## config.mk

```make
export PLATFORM = sky130hd
export DESIGN_NAME = fp_order_cmp
export DESIGN_NICKNAME = d
export VERILOG_FILES = /design/src/rtl/fp_order_pkg.sv /design/src/rtl/fp_operand_class.sv /design/src/rtl/fp_order_core.sv /design/src/rtl/fp_order_stage.sv /design/src/rtl/fp_order_cmp.sv
export SDC_FILE = /design/constraint.sdc
export NUM_CORES = 1
export LEC_CHECK = 0
export ABC_CLOCK_PERIOD_IN_PS = 5650
export BUFFER_PORTS_ARGS = -buffer_cell sky130_fd_sc_hd__buf_2
export CAP_MARGIN = 20
export CORE_MARGIN = 8
export CORE_UTILIZATION = 49
export CTS_CLUSTER_DIAMETER = 60
export DETAILED_ROUTE_END_ITERATION = 7
export GPL_ROUTABILITY_DRIVEN = 0
export PLACE_DENSITY = 0.92
export SKIP_LAST_GASP = 1
export SYNTH_ARGS = -nofsm -noshare
export SYNTH_HDL_FRONTEND = slang
export SYNTH_SLANG_ARGS = --single-unit
```

## constraint.sdc

```tcl
create_clock -name clk -period 5.65 [get_ports clk]
set_input_delay 0 -clock clk [delete_from_list [all_inputs] [get_ports clk]]
set_output_delay 0 -clock clk [all_outputs]
set_load 0.05 [all_outputs]
```

## src/rtl/fp_order_pkg.sv

```systemverilog
// Package: shared result type for the floating-point ordering comparator.
// Assumes: the four outcomes are mutually exclusive.
package fp_order_pkg;

    // One-hot outcome of a comparison
    typedef struct packed {
        logic lt;
        logic eq;
        logic gt;
        logic un;
    } order_flags_t;

    localparam order_flags_t FLAGS_CLEAR = '{lt: 1'b0, eq: 1'b0, gt: 1'b0, un: 1'b0};

endpackage

```

## src/rtl/fp_operand_class.sv

```systemverilog
// Module: fp_operand_class
// Splits one packed floating-point word into its fields and classifies it.
// A zero exponent field means zero: the magnitude and effective sign become 0,
// so both zero encodings and flushed small values look identical downstream.
// An all-ones exponent field marks the operand as special (infinity or NaN).
// Assumes the layout {sign, exponent[EXP_W], fraction[FRAC_W]}.
module fp_operand_class #(
    parameter int EXP_W  = 8,
    parameter int FRAC_W = 23
) (
    input  logic [EXP_W+FRAC_W:0]   word,
    output logic                    sign_eff,
    output logic [EXP_W+FRAC_W-1:0] mag_eff,
    output logic                    is_zero,
    output logic                    is_special
);
    localparam int MAG_W = EXP_W + FRAC_W;

    logic [EXP_W-1:0] exp_field;

    // Field extraction
    assign exp_field = word[MAG_W-1:FRAC_W];

    // Classification and zero canonicalisation
    always_comb begin
        is_zero    = (exp_field == '0);
        is_special = (exp_field == '1);
        sign_eff   = is_zero ? 1'b0 : word[MAG_W];
        mag_eff    = is_zero ? '0 : word[MAG_W-1:0];
    end
endmodule

```

## src/rtl/fp_order_core.sv

```systemverilog
// Module: fp_order_core
// Combinational ordering of two classified operands. One unsigned compare of
// the magnitude fields orders the values, because the exponent sits above
// the fraction. The sign then patches that result: differing signs decide
// directly, and two negative operands swap less-than and greater-than.
// Assumes zero operands arrive with sign 0 and magnitude 0.
module fp_order_core
    import fp_order_pkg::*;
#(
    parameter int MAG_W = 31
) (
    input  logic             sign_a,
    input  logic             sign_b,
    input  logic [MAG_W-1:0] mag_a,
    input  logic [MAG_W-1:0] mag_b,
    input  logic             special_a,
    input  logic             special_b,
    output order_flags_t     flags
);
    logic mag_lt;
    logic mag_eq;

    // Unsigned magnitude compare
    always_comb begin
        mag_lt = (mag_a < mag_b);
        mag_eq = (mag_a == mag_b);
    end

    // Sign correction and special-value override
    always_comb begin
        flags = FLAGS_CLEAR;
        if (special_a || special_b) begin
            flags.un = 1'b1;
        end else if (sign_a != sign_b) begin
            flags.lt = sign_a;
            flags.gt = sign_b;
        end else if (mag_eq) begin
            flags.eq = 1'b1;
        end else if (sign_a) begin
            flags.lt = !mag_lt;
            flags.gt = mag_lt;
        end else begin
            flags.lt = mag_lt;
            flags.gt = !mag_lt;
        end
    end
endmodule

```

## src/rtl/fp_order_stage.sv

```systemverilog
// Module: fp_order_stage
// Output register stage: captures the flags when in_valid is high and raises
// out_valid for the next cycle. With in_valid low the flags hold their value.
// Assumes a synchronous active-low reset that clears only out_valid and flags.
module fp_order_stage
    import fp_order_pkg::*;
(
    input  logic         clk,
    input  logic         rst_n,
    input  logic         in_valid,
    input  order_flags_t flags_d,
    output logic         out_valid,
    output order_flags_t flags_q
);
    // Valid bit register
    always_ff @(posedge clk) begin
        if (!rst_n) out_valid <= 1'b0;
        else        out_valid <= in_valid;
    end

    // Flag register, loaded only on accepted operands
    always_ff @(posedge clk) begin
        if (!rst_n)        flags_q <= FLAGS_CLEAR;
        else if (in_valid) flags_q <= flags_d;
    end

    // reset clears out_valid at the next edge
    a_r1_reset_clears: assert property (@(posedge clk)
        !rst_n |=> !out_valid);

    // an accepted pair yields a result one cycle later
    a_r2_one_cycle: assert property (@(posedge clk) disable iff (!rst_n)
        in_valid |=> out_valid);

    // no input, no result, and the flags hold
    a_r2_idle_hold: assert property (@(posedge clk) disable iff (!rst_n)
        !in_valid |=> (!out_valid && $stable(flags_q)));

    // one outcome per result
    a_r3_one_outcome: assert property (@(posedge clk) disable iff (!rst_n)
        out_valid |-> ($countones({flags_q.lt, flags_q.eq, flags_q.gt, flags_q.un}) == 1));
endmodule

```

## src/rtl/fp_order_cmp.sv

```systemverilog
// Module: fp_order_cmp (top)
// Orders two packed floating-point words with one cycle of latency.
// Two operand classifiers feed a combinational ordering core, and a register
// stage holds the result. Infinity and NaN give the unordered outcome only.
// Assumes exponent field 0 means zero (small values are flushed).
module fp_order_cmp #(
    parameter int EXP_W  = 8,
    parameter int FRAC_W = 23
) (
    input  logic                    clk,
    input  logic                    rst_n,
    input  logic                    in_valid,
    input  logic [EXP_W+FRAC_W:0]   a_word,
    input  logic [EXP_W+FRAC_W:0]   b_word,
    output logic                    out_valid,
    output logic                    a_lt_b,
    output logic                    a_eq_b,
    output logic                    a_gt_b,
    output logic                    unordered
);
    import fp_order_pkg::*;

    localparam int MAG_W  = EXP_W + FRAC_W;
    localparam int WORD_W = MAG_W + 1;

    logic [WORD_W-1:0] words     [2];
    logic              sign_eff  [2];
    logic [MAG_W-1:0]  mag_eff   [2];
    logic              zero_flag [2];
    logic              spec_flag [2];

    order_flags_t flags_d;
    order_flags_t flags_q;

    // Operand fan-in for the classifier array
    assign words[0] = a_word;
    assign words[1] = b_word;

    // One classifier per operand
    for (genvar i = 0; i < 2; i++) begin : g_class
        fp_operand_class #(
            .EXP_W  (EXP_W),
            .FRAC_W (FRAC_W)
        ) u_class (
            .word       (words[i]),
            .sign_eff   (sign_eff[i]),
            .mag_eff    (mag_eff[i]),
            .is_zero    (zero_flag[i]),
            .is_special (spec_flag[i])
        );
    end

    fp_order_core #(
        .MAG_W (MAG_W)
    ) u_core (
        .sign_a    (sign_eff[0]),
        .sign_b    (sign_eff[1]),
        .mag_a     (mag_eff[0]),
        .mag_b     (mag_eff[1]),
        .special_a (spec_flag[0]),
        .special_b (spec_flag[1]),
        .flags     (flags_d)
    );

    fp_order_stage u_stage (
        .clk       (clk),
        .rst_n     (rst_n),
        .in_valid  (in_valid),
        .flags_d   (flags_d),
        .out_valid (out_valid),
        .flags_q   (flags_q)
    );

    // Result flags to ports
    always_comb begin
        a_lt_b    = flags_q.lt;
        a_eq_b    = flags_q.eq;
        a_gt_b    = flags_q.gt;
        unordered = flags_q.un;
    end

    // an all-ones exponent on either input forces the unordered outcome
    a_r8_special_unordered: assert property (@(posedge clk) disable iff (!rst_n)
        (in_valid && (a_word[MAG_W-1:FRAC_W] == '1 || b_word[MAG_W-1:FRAC_W] == '1))
        |=> (unordered && !a_lt_b && !a_eq_b && !a_gt_b));

    // two zero-exponent operands are equal regardless of sign or fraction
    a_r7_zero_equal: assert property (@(posedge clk) disable iff (!rst_n)
        (in_valid && a_word[MAG_W-1:FRAC_W] == '0 && b_word[MAG_W-1:FRAC_W] == '0)
        |=> a_eq_b);

    // a non-zero negative orders below a non-zero positive
    a_r5_sign_order: assert property (@(posedge clk) disable iff (!rst_n)
        (in_valid && a_word[MAG_W] && !b_word[MAG_W]
         && a_word[MAG_W-1:FRAC_W] != '0 && b_word[MAG_W-1:FRAC_W] != '0
         && a_word[MAG_W-1:FRAC_W] != '1 && b_word[MAG_W-1:FRAC_W] != '1)
        |=> a_lt_b);

    // identical ordered words are equal
    a_r9_same_word: assert property (@(posedge clk) disable iff (!rst_n)
        (in_valid && a_word == b_word && a_word[MAG_W-1:FRAC_W] != '1)
        |=> a_eq_b);
endmodule

```

==> run summary <==
clock buffer depth: 2
global-route wire length before repair: 6.05 mm
CP Class: input port to flip-flop
post-route ant nets: 0
r2r worst-path depth: 4
Syn. warnings: 0
fraction of the cycle the final worst path needs: 0.449
remaining global-route overflow: 0
Port Buffers: 71
Cell Count, Final, Fillers Out: 280
Placed Cells: 276
drt first pass iters: 4
fin crit period: 2.54 ns
setup TNS: 0 ns
Max Clock Skew: 0 ns
sequential-to-total area share from yosys stat: 0.0764
die area: 0.00458 sq mm
cts hold-fix bufs: 0
main area contributors after synthesis: ha_1 (30%), and2_1 (11%), nand2_1 (9.5%), dfxtp_1 (7.6%), nand4_1 (5.3%)
Synth area leader: ha_1
Nets: 349
Antenna diodes: 0
# H-tree levels: 1
Cells after Synth: 187
top-area cell type share of the netlist area: 0.296
CTS clk-pin slew, worst paths: 0.05 ns
worst hold path cell count: 3
kind of start point of the critical path: input port
RSZ-0062 raised after global routing: false
actual slew at the worst max-slew pin: 0.781 ns
worst vdd ir: 0.0702 mV
ys async rst share: 0
CTS tree: built
clock latency on the worst-skew pair: 0.25 ns
largest net degree at the start of global routing: 26
CTS root buffer: clkbuf_4
CTS buffer count: 3
DR WL/cell: 13.1 microns
fmax: 0.394 GHz
Avg Cell Area, Syn: 7.01 sq um
leading cell types by count after synthesis: nand2_1 (33), ha_1 (31), and2_1 (24), clkbuf_1 (12)
Setup crit end kind: flip-flop
Ports: 72
register bit total from synthesis: 5
hold crit path type: input port to flip-flop
Data arrival, critical path: 2.67 ns
status: complete, no violations
# rows: 18
die width: 67.7 microns
Post-Syn Area: 0.00131 sq mm
final setup vio count: 0
drt initial violations: 80
fin. max-slew vios: 0
CORE AREA: 0.00250 sq mm
Initial Utilization: 0.524
final hold vios: 0
Post-synth top flop: dfxtp_1
hpwl dp: 3.14 mm
setup bufs post-CTS: 0
Vias per Instance: 5.45
count leader, synth: nand2_1
drc violations: 0
Post-Route WL: 3.66 mm
EDFF count, synth: 0
PwrDens: 112 mW/mm^2
max-cap violation count: 0
worst-path maximum fanout: 25
Pleak: 0.945 nW
Yosys cell types: 34
gr usage total: 0.161
max_slew headroom: 0.478
Die Y: 67.7 microns
Syn Nets: 285
hold slack: 0.0362 ns
# resized after CTS: 0
initial antenna violation count: 0
vias in the first global route: 1550
CTS Sinks: 5
share of cells above drive strength 1: 0.316
Area Growth Syn to Fin: 28.6%
via count: 1526
total power: 0.189 mW
Critical Path RT: 5.79 ns
==> worst max-delay path, cell delays in order <==
cell     delay [ns]
buf_2          0.11
nor4_1         0.27
nand2_1        0.42
and2_1         0.33
ha_1           0.31
nand4_1        0.15
nor4_1         0.42
nand2_1        0.12
and3_1         0.24
a32oi_1        0.20
nand3_1        0.10
==> per-stage QoR <==
step	util	worst slack [ns]	instance area [sq um]
2_1_floorplan	-	3.42	1310
3_3_place_gp	0.663	2.85	1660
3_5_place_dp	0.663	2.83	1660
4_1_cts	0.674	3.10	1680
5_1_grt	0.674	2.73	1680
6_report	0.674	3.11	1680
==> layout by cell type, fill, tap and decap left out, types with 2 or more instances in the layout <==
cell type  netlist  layout
nand4_1         11      11
dfxtp_1          5       5
nor2_1           5       5
nor2b_1          2       2
nand2_1         33      33
nand3_1          9       9
o21ai_0          4       4
or4_1            2       2
and2_1          24      24
nor4_1           6       6
inv_1           10      10
a21oi_1         11      11
ha_1            31      31
a41o_1           2       2
a32oi_1          2       2
buf_2            0      71
clkbuf_4         0       3
==> metal layers <==
| metal | global-route usage | vias up | routed length [microns] |
|---|---|---|---|
| li1 | - | 801 | - |
| met1 | 0.179 | 659 | 1550 |
| met4 | 0.0679 | 0 | 51 |
| met5 | 0 | - | 0 |
| met3 | 0.0265 | 7 | 297 |
| met2 | 0.295 | 59 | 1760 |
==> layout make-up <==
type / instances / area, sq um
inverters: 10 / 37.5
multi-input cells: 160 / 1130
flip-flops and latches: 5 / 100
clock buffers: 4 / 26.3
well taps: 30 / 37.5
fillers: 241 / 816
repair buffers: 71 / 355
==> registers in the layout (all words and copies together), names as in the netlist <==
register / count
u_stage.out_valid: 1
u_stage.flags_q: 4
==> worst paths after layout <==
kind                                         start                 end  slack, ns
worst max-delay path                    a_word[28]  u_stage.flags_q[1]       3.11
worst max register to register  u_stage.flags_q[1]  u_stage.flags_q[1]       4.65
worst min register to register  u_stage.flags_q[2]  u_stage.flags_q[2]       0.48
worst min-delay path                         rst_n  u_stage.flags_q[3]       0.04
==> report_power, final <==
part           internal (mW)  switching (mW)  leakage (nW)
Sequential            0.0377        0.000986        0.0412
Combinational         0.0503          0.0554         0.889
Clock                 0.0269          0.0179        0.0150
==> cells by family (layout without fill, tap and decap cells) <==
group,Yosys count,after routing,synth area share
AOI/OAI and AO/OA,30,30,0.158
and+or+nand+nor,98,98,0.400
adders and majority gates,31,31,0.296
xor gates and xnor gates,1,1,0.00669
buffers and inverters,22,85,0.0630
DFF,5,5,0.0764
No activity file was read; power rests on OpenSTA's default activity.
